### config.mk
export PLATFORM = sky130hd
export DESIGN_NAME = flash_cmd_fsm
export DESIGN_NICKNAME = d
export VERILOG_FILES = /design/src/rtl/flash_cmd_pkg.sv /design/src/rtl/fcd_seq.sv /design/src/rtl/fcd_prog_engine.sv /design/src/rtl/fcd_array.sv /design/src/rtl/flash_cmd_fsm.sv
export SDC_FILE = /design/constraint.sdc
export NUM_CORES = 2
export LEC_CHECK = 0
export BUFFER_PORTS_ARGS = -buffer_cell sky130_fd_sc_hd__buf_2
export CAP_MARGIN = 15
export CORE_UTILIZATION = 35
export DETAILED_ROUTE_END_ITERATION = 16
export HOLD_SLACK_MARGIN = 0.15
export SKIP_CTS_REPAIR_TIMING = 1
export SLEW_MARGIN = 20
export SYNTH_ARGS = -nofsm -noshare
export SYNTH_HDL_FRONTEND = slang
export SYNTH_HIERARCHICAL = 1
export SYNTH_SLANG_ARGS = --single-unit
### constraint.sdc
create_clock -name clk -period 4.1 [get_ports clk]
set_input_delay 0.205 -clock clk [delete_from_list [all_inputs] [get_ports clk]]
set_output_delay 0.205 -clock clk [all_outputs]
set_load 0.005 [all_outputs]
### src/rtl/flash_cmd_pkg.sv
package flash_cmd_pkg;

  localparam int BUS_AW = 12;
  localparam int WORD_W = 16;

  typedef enum logic [2:0] {
    S_IDLE, S_UNL1, S_UNL2, S_PSET, S_AUTO, S_BYP, S_BPROG, S_BRST
  } seq_state_e;

  typedef enum logic [1:0] {ID_MFR, ID_DEV, ID_PROT, ID_NONE} id_slot_e;

  localparam logic [7:0] CMD_KEY_A   = 8'hAA;
  localparam logic [7:0] CMD_KEY_B   = 8'h55;
  localparam logic [7:0] CMD_IDENT   = 8'h90;
  localparam logic [7:0] CMD_PROG    = 8'hA0;
  localparam logic [7:0] CMD_FAST    = 8'h20;
  localparam logic [7:0] CMD_EXIT    = 8'hF0;
  localparam logic [7:0] CMD_FASTEND = 8'h00;

  // Address of unlock cycle (second=0: first cycle, second=1: second cycle).
  function automatic logic unlock_addr_hit(input logic [BUS_AW-1:0] a,
                                           input logic bm, input logic second);
    if (bm) return a == (second ? 12'h555 : 12'hAAA);
    else    return a[10:0] == (second ? 11'h2AA : 11'h555);
  endfunction

  function automatic logic [BUS_AW-1:0] word_index(input logic [BUS_AW-1:0] a,
                                                   input logic bm);
    return bm ? {1'b0, a[BUS_AW-1:1]} : a;
  endfunction

  // AND pattern applied to the stored word by a program.
  function automatic logic [WORD_W-1:0] prog_pattern(input logic [WORD_W-1:0] d,
                                                     input logic bm, input logic lane);
    if (!bm)  return d;
    if (lane) return {d[7:0], 8'hFF};
    return {8'hFF, d[7:0]};
  endfunction

  function automatic logic [WORD_W-1:0] byte_view(input logic [WORD_W-1:0] w,
                                                  input logic bm, input logic lane);
    if (!bm) return w;
    return {8'h00, lane ? w[15:8] : w[7:0]};
  endfunction

  function automatic id_slot_e id_slot(input logic [2:0] off, input logic bm);
    if (off == 3'd0) return ID_MFR;
    if (off == (bm ? 3'd2 : 3'd1)) return ID_DEV;
    if (off == (bm ? 3'd4 : 3'd2)) return ID_PROT;
    return ID_NONE;
  endfunction

endpackage

### src/rtl/fcd_seq.sv
module fcd_seq
  import flash_cmd_pkg::*;
(
  input  logic              clk,
  input  logic              rst_n,
  input  logic              wr_acc,
  input  logic [BUS_AW-1:0] wr_addr,
  input  logic [7:0]        wr_cmd,
  input  logic              byte_mode,
  output logic              id_mode,
  output logic              prog_fire
);

  seq_state_e st, nxt;

  logic at_first, at_second, cyc_key_a, cyc_key_b;
  assign at_first  = unlock_addr_hit(wr_addr, byte_mode, 1'b0);
  assign at_second = unlock_addr_hit(wr_addr, byte_mode, 1'b1);
  assign cyc_key_a = at_first  && (wr_cmd == CMD_KEY_A);
  assign cyc_key_b = at_second && (wr_cmd == CMD_KEY_B);

  always_comb begin
    nxt       = st;
    prog_fire = 1'b0;
    if (wr_acc) begin
      unique case (st)
        S_IDLE:  if (cyc_key_a) nxt = S_UNL1;
        S_UNL1:  nxt = cyc_key_b ? S_UNL2 : S_IDLE;
        S_UNL2: begin
          nxt = S_IDLE;
          if (at_first) begin
            if (wr_cmd == CMD_IDENT)     nxt = S_AUTO;
            else if (wr_cmd == CMD_PROG) nxt = S_PSET;
            else if (wr_cmd == CMD_FAST) nxt = S_BYP;
          end
        end
        S_PSET: begin
          prog_fire = 1'b1;
          nxt       = S_IDLE;
        end
        S_AUTO:  if (wr_cmd == CMD_EXIT) nxt = S_IDLE;
        S_BYP: begin
          if (wr_cmd == CMD_PROG)       nxt = S_BPROG;
          else if (wr_cmd == CMD_IDENT) nxt = S_BRST;
        end
        S_BPROG: begin
          prog_fire = 1'b1;
          nxt       = S_BYP;
        end
        S_BRST:  nxt = (wr_cmd == CMD_FASTEND) ? S_IDLE : S_BYP;
        default: nxt = S_IDLE;
      endcase
    end
  end

  always_ff @(posedge clk or negedge rst_n) begin
    if (!rst_n) st <= S_IDLE;
    else        st <= nxt;
  end

  assign id_mode = (st == S_AUTO);

endmodule

### src/rtl/fcd_prog_engine.sv
module fcd_prog_engine
  import flash_cmd_pkg::*;
#(
  parameter int PROG_CYCLES = 4
) (
  input  logic              clk,
  input  logic              rst_n,
  input  logic              fire,
  input  logic [BUS_AW-1:0] in_addr,
  input  logic [WORD_W-1:0] in_data,
  input  logic              in_byte,
  output logic              prog_req,
  output logic              busy,
  output logic              commit,
  output logic [BUS_AW-1:0] prog_addr,
  output logic [WORD_W-1:0] prog_data,
  output logic              prog_byte
);

  localparam int CNT_W = $clog2(PROG_CYCLES + 1);
  localparam logic [CNT_W-1:0] CNT_LOAD = CNT_W'(PROG_CYCLES);

  logic [CNT_W-1:0] cnt;

  always_ff @(posedge clk or negedge rst_n) begin
    if (!rst_n) begin
      cnt       <= '0;
      prog_req  <= 1'b0;
      prog_addr <= '0;
      prog_data <= '0;
      prog_byte <= 1'b0;
    end else begin
      prog_req <= fire;
      if (fire) begin
        cnt       <= CNT_LOAD;
        prog_addr <= in_addr;
        prog_data <= in_data;
        prog_byte <= in_byte;
      end else if (cnt != '0) begin
        cnt <= cnt - 1'b1;
      end
    end
  end

  assign busy   = (cnt != '0);
  assign commit = (cnt == CNT_W'(1));

endmodule

### src/rtl/fcd_array.sv
module fcd_array
  import flash_cmd_pkg::*;
#(
  parameter int              ARR_AW    = 6,
  parameter int              SECT_W    = 2,
  parameter logic [15:0]     MFR_CODE  = 16'h0001,
  parameter logic [15:0]     DEV_CODE  = 16'h2A5B,
  parameter logic [(1<<SECT_W)-1:0] PROT_MASK = '0
) (
  input  logic              clk,
  input  logic              rst_n,
  input  logic              commit,
  input  logic [BUS_AW-1:0] c_addr,
  input  logic [WORD_W-1:0] c_data,
  input  logic              c_byte,
  input  logic [BUS_AW-1:0] rd_addr,
  input  logic              byte_mode,
  input  logic              id_mode,
  output logic [WORD_W-1:0] rd_data
);

  localparam int DEPTH  = 1 << ARR_AW;
  localparam int NSECT  = 1 << SECT_W;

  logic [WORD_W-1:0] row [DEPTH];

  logic [BUS_AW-1:0] c_wi, r_wi;
  logic [ARR_AW-1:0] c_idx, r_idx;
  logic [WORD_W-1:0] c_pat;
  assign c_wi  = word_index(c_addr, c_byte);
  assign r_wi  = word_index(rd_addr, byte_mode);
  assign c_idx = c_wi[ARR_AW-1:0];
  assign r_idx = r_wi[ARR_AW-1:0];
  assign c_pat = prog_pattern(c_data, c_byte, c_addr[0]);

  logic unused_hi;
  assign unused_hi = ^{c_wi[BUS_AW-1:ARR_AW], r_wi[BUS_AW-1:ARR_AW]};

  always_ff @(posedge clk or negedge rst_n) begin
    if (!rst_n) begin
      for (int i = 0; i < DEPTH; i++) row[i] <= '1;
    end else if (commit) begin
      row[c_idx] <= row[c_idx] & c_pat;
    end
  end

  // Per-sector protection status word, one generated entry per sector.
  logic [WORD_W-1:0] prot_word [NSECT];
  for (genvar g = 0; g < NSECT; g++) begin : g_prot
    assign prot_word[g] = {{(WORD_W-1){1'b0}}, PROT_MASK[g]};
  end

  logic [SECT_W-1:0] r_sect;
  id_slot_e          slot;
  logic [WORD_W-1:0] id_word, id_view, arr_view;
  assign r_sect = r_idx[ARR_AW-1 -: SECT_W];
  assign slot   = id_slot(rd_addr[2:0], byte_mode);

  always_comb begin
    unique case (slot)
      ID_MFR:  id_word = MFR_CODE;
      ID_DEV:  id_word = DEV_CODE;
      ID_PROT: id_word = prot_word[r_sect];
      default: id_word = '0;
    endcase
  end

  assign id_view  = byte_view(id_word, byte_mode, 1'b0);
  assign arr_view = byte_view(row[r_idx], byte_mode, rd_addr[0]);
  assign rd_data  = id_mode ? id_view : arr_view;

endmodule

### src/rtl/flash_cmd_fsm.sv
module flash_cmd_fsm
  import flash_cmd_pkg::*;
#(
  parameter int          PROG_CYCLES = 4,
  parameter int          ARR_AW      = 6,
  parameter int          SECT_W      = 2,
  parameter logic [15:0] MFR_CODE    = 16'h0001,
  parameter logic [15:0] DEV_CODE    = 16'h2A5B,
  parameter logic [3:0]  PROT_MASK   = 4'b0101
) (
  input  logic        clk,
  input  logic        rst_n,
  input  logic        byte_mode,
  input  logic        bus_we,
  input  logic [11:0] bus_addr,
  input  logic [15:0] bus_wdata,
  input  logic [11:0] rd_addr,
  output logic [15:0] rd_data,
  output logic        id_mode,
  output logic        prog_req,
  output logic [11:0] prog_addr,
  output logic [15:0] prog_data,
  output logic        busy
);

  logic wr_acc, prog_fire, commit, prog_byte;
  assign wr_acc = bus_we && !busy;

  fcd_seq u_seq (
    .clk       (clk),
    .rst_n     (rst_n),
    .wr_acc    (wr_acc),
    .wr_addr   (bus_addr),
    .wr_cmd    (bus_wdata[7:0]),
    .byte_mode (byte_mode),
    .id_mode   (id_mode),
    .prog_fire (prog_fire)
  );

  fcd_prog_engine #(.PROG_CYCLES(PROG_CYCLES)) u_eng (
    .clk       (clk),
    .rst_n     (rst_n),
    .fire      (prog_fire),
    .in_addr   (bus_addr),
    .in_data   (bus_wdata),
    .in_byte   (byte_mode),
    .prog_req  (prog_req),
    .busy      (busy),
    .commit    (commit),
    .prog_addr (prog_addr),
    .prog_data (prog_data),
    .prog_byte (prog_byte)
  );

  fcd_array #(
    .ARR_AW    (ARR_AW),
    .SECT_W    (SECT_W),
    .MFR_CODE  (MFR_CODE),
    .DEV_CODE  (DEV_CODE),
    .PROT_MASK (PROT_MASK[(1<<SECT_W)-1:0])
  ) u_arr (
    .clk       (clk),
    .rst_n     (rst_n),
    .commit    (commit),
    .c_addr    (prog_addr),
    .c_data    (prog_data),
    .c_byte    (prog_byte),
    .rd_addr   (rd_addr),
    .byte_mode (byte_mode),
    .id_mode   (id_mode),
    .rd_data   (rd_data)
  );

endmodule

==> results.yml <==
clock_tree:
  cts_root_buf: "clkbuf_16"
  cts_tree: "built"
  path_clk_slew_ns: 0.06
  cts.htree.levels: 3
  cts.sinks: 1060
  cts_made_buffers: 118
  clkLatencyLatePin_ns: 0.78
  clock_path_buffers: 3
pwr:
  leakagePower_nw: 21.2
  comb_power_share_pct: 9.2
  power_density_nw_per_um2: 373
  vdd_drop_max_mv: 0.417
  internal_power_mw: 17.8
  power.switching_mw: 6.13
  seqPwrFrac_pct: 44.2
  p_sw_share_pct: 25.6
  power_frac_clock_pct: 46.5
drt:
  wl_per_cell_um: 29.6
  drtAntennaViolNets: 0
  drc: 0
  firstDrtPassIters: 12
  vias: 47400
  drt_iter0_drc: 7096
  routed_wl_mm: 230
  vias_per_cell: 6.11
global_route:
  antenna_found_initial: 13
  grt_pass1_wl_mm: 329
  grt_max_degree: 152
  grt_pass1_vias: 45100
  track_usage_pct: 28.4
  grt_overflow: 0
logic_synthesis:
  syn_area_um2: 55100
  yosys_warnings: 6
  synth_edf_count: 0
  synth.yosys.seq_area_share_pct: 50.5
  syn_avg_cell_area_um2: 9.97
  ys.flop_type: "dfstp_2"
  synthDistinctLibCells: 80
  async_reset_ff_share_pct: 100
  syn_nets: 5575
  synth_cells: 5528
  synth_seq_cells: 1060
layout:
  drive_gt1_share_pct: 34.5
  final_core_util_pct: 41.1
  synthToLayoutAreaGrowth_pct: 16.5
  nFillCells: 15100
  fin_cells: 7765
  layout.nets: 5658
critical_path:
  required_ns: 3.89
  crit_path_end_kind: "output pin"
  r2r-end: "u_arr/row[135]"
  worstPathMaxFanout: 18
  r2r_slack_ns: 0.04
  worstPathArrival_ns: 3.97
  worstSetupPathType: "in2out"
  r2r_start: "u_eng/prog_byte"
  startpoint_type: "input port"
  worst-r2r-cell-count: 10
min_path:
  hold_end: "u_eng/prog_data[11]"
  hold_path.class: "in2reg"
  min_from: "bus_wdata[11]"
  holdPathStages: 3
timing:
  worst_slew_pin_slew_ns: 1.26
  drv_slew: 0
  period_minus_slack_ns: 4.18
  hold_viol: 0
  setup_slack_ns: -0.0765
  setup_viol: 1
  clock_skew_ns: 0.0450
  max_freq_mhz: 239
  relSlewSlack_pct: 15.7
  fin_crit_sh_pct: 102
floorplanning:
  io_pins: 91
  die-area_um2: 159000
  core_um2: 156000
  die_h_um: 399
  start_util_pct: 35.3
  floorplan.rows: 145
  dieWidth_um: 399
outcome:
  outcome: "finished with violations"
  violations: "negative setup slack"
job:
  maxCapViolCount: 0
placed_design:
  dp_cells: 7518
  dp_slack_ns: -0.0419
  dpl.hpwl_mm: 154
  gp_congestion: 1.03
  port_buffers: 85
-- registers in the layout, indices dropped and copies added (netlist names) --
register and flops:
u_arr/row 1024, u_eng/prog_data 16, u_eng/prog_addr 12, u_eng/cnt 3, u_seq/st 3, u_eng/prog_byte 1, u_eng/prog_req 1
-- area by class of cell --
| cell class | instances | area, um^2 | share of cell area [%] |
|---|---|---|---|
| sequential | 1060 | 27800 | 43.3 |
| multi-input combinational | 3912 | 25200 | 39.3 |
| timing repair buffer | 512 | 4580 | 7.14 |
| clock buffer | 175 | 3360 | 5.23 |
| tap | 2058 | 2570 | 4.01 |
| clock inverter | 40 | 623 | 0.971 |
| inverter | 7 | 26.3 | 0.0409 |
| antenna | 1 | 2.50 | 0.00390 |
-- worst max-delay path by stage --
stage	start	endpoint	slack, ns	cells after the start
final	byte_mode	rd_data[5]	-0.08	11
after global routing	u_eng/prog_addr[1]	u_arr/row[167]	-0.01	10
after CTS	byte_mode	rd_data[0]	-0.04	11
after detailed placement	byte_mode	rd_data[0]	-0.04	11
after global placement	byte_mode	rd_data[0]	-0.008	10
after floorplan	u_eng/prog_byte	u_arr/row[991]	1.21	11
-- worst max-delay path: stages --
cell	delay (ns)
clkbuf_4	0.43
buf_4	0.35
mux2i_4	0.16
nor2_1	1.00
a32oi_1	0.21
a31oi_1	0.69
a211oi_1	0.18
buf_4	0.19
o221ai_1	0.19
o2bb2ai_1	0.17
buf_2	0.17
-- Yosys cell counts, types with 4 or more instances --
| cell | instances | area share, % |
|---|---|---|
| buf_1 | 27 | 0.18 |
| nor2b_1 | 5 | 0.057 |
| a22o_1 | 7 | 0.11 |
| dfrtp_1 | 36 | 1.6 |
| o31ai_1 | 4 | 0.054 |
| buf_6 | 6 | 0.12 |
| o22ai_1 | 14 | 0.16 |
| nor3_1 | 14 | 0.13 |
| o21ai_1 | 9 | 0.082 |
| mux4_2 | 195 | 8.0 |
| a2bb2oi_1 | 136 | 2.2 |
| a222oi_1 | 112 | 2.0 |
| a22oi_1 | 134 | 1.8 |
| and3_1 | 13 | 0.15 |
| buf_4 | 14 | 0.19 |
| nand3_1 | 115 | 1.0 |
| mux2_2 | 10 | 0.20 |
| nor2_1 | 49 | 0.33 |
| clkbuf_2 | 8 | 0.073 |
| dfstp_2 | 1024 | 49 |
| a31o_2 | 5 | 0.079 |
| a211o_1 | 5 | 0.079 |
| and2_1 | 6 | 0.068 |
| nand3b_1 | 8 | 0.11 |
| clkbuf_1 | 401 | 2.7 |
| mux2i_1 | 219 | 4.0 |
| a21o_1 | 23 | 0.31 |
| a221oi_1 | 13 | 0.21 |
| a21oi_1 | 49 | 0.44 |
| nand2_1 | 1393 | 9.5 |
| nand4_1 | 26 | 0.30 |
| a31oi_1 | 136 | 1.5 |
| nand2b_1 | 9 | 0.10 |
| buf_2 | 93 | 0.84 |
| a32oi_1 | 23 | 0.37 |
| a211oi_1 | 15 | 0.20 |
| a2111oi_0 | 4 | 0.064 |
| mux2_4 | 29 | 0.79 |
| nor4_1 | 30 | 0.34 |
| inv_1 | 5 | 0.034 |
| o21ai_0 | 1028 | 9.3 |
| o2111ai_1 | 8 | 0.13 |
| or3_1 | 4 | 0.045 |
| o22a_1 | 5 | 0.079 |
-- layout by cell type (no fill, tap or decap), drive strengths merged, types with 15 or more instances in the layout --
| master | instances |
|---|---|
| a211oi | 15 |
| a21o | 23 |
| a21oi | 52 |
| a222oi | 112 |
| a22oi | 134 |
| a2bb2oi | 136 |
| a31oi | 136 |
| a32oi | 23 |
| buf | 481 |
| bufinv | 15 |
| clkbuf | 176 |
| clkinv | 19 |
| dfrtp | 36 |
| dfstp | 1024 |
| dlygate4sd3 | 30 |
| mux2 | 40 |
| mux2i | 219 |
| mux4 | 195 |
| nand2 | 1393 |
| nand3 | 115 |
| nand4 | 26 |
| nor2 | 50 |
| nor4 | 30 |
| o21ai | 1038 |
-- cell families after synthesis --
family,count (synthesis),synth area share [%]
buf+inv,557,4.22
simple gates,1695,12.5
mux,453,12.9
compound gates,1758,19.7
flops,1060,50.5
xor+xnor,2,0.0318
fa+ha+maj,3,0.0681
-- layer usage --
| metal | part of all wire [%] | vias to the layer above | GRT usage [%] |
|---|---|---|---|
| met3 | 11 | 666 | 8.54 |
| li1 | - | 20300 | - |
| met4 | 7.0 | 10 | 17.0 |
| met2 | 42 | 2660 | 41.1 |
| met1 | 39 | 23800 | 37.3 |
| met5 | 0.028 | - | 0 |
-- stage by stage --
stage / cell area (um^2) / total power [mW] / setup TNS (ns) / hold slack [ns]
after floorplan: 55100 / 11.7 / 0 / -0.0906
after global placement: 59900 / 12.8 / -0.00794 / 0.437
after detailed placement: 59900 / 12.8 / -0.0419 / 0.444
after CTS: 63900 / 24.0 / -0.0497 / -0.381
after global routing: 64200 / 24.5 / -0.0216 / 0.202
final: 64200 / 23.9 / -0.0765 / 0.215
-- power by group through the flow --
stage / registers [mW] / clock network (mW) / logic (mW)
floorplan: 10.7 / 0 / 0.944
global placement: 10.7 / 0 / 2.09
detailed placement: 10.7 / 0 / 2.10
CTS: 10.6 / 11.3 / 2.11
global route: 10.6 / 11.7 / 2.27
finish: 10.6 / 11.1 / 2.21
No activity file was read; power rests on OpenSTA's default activity.
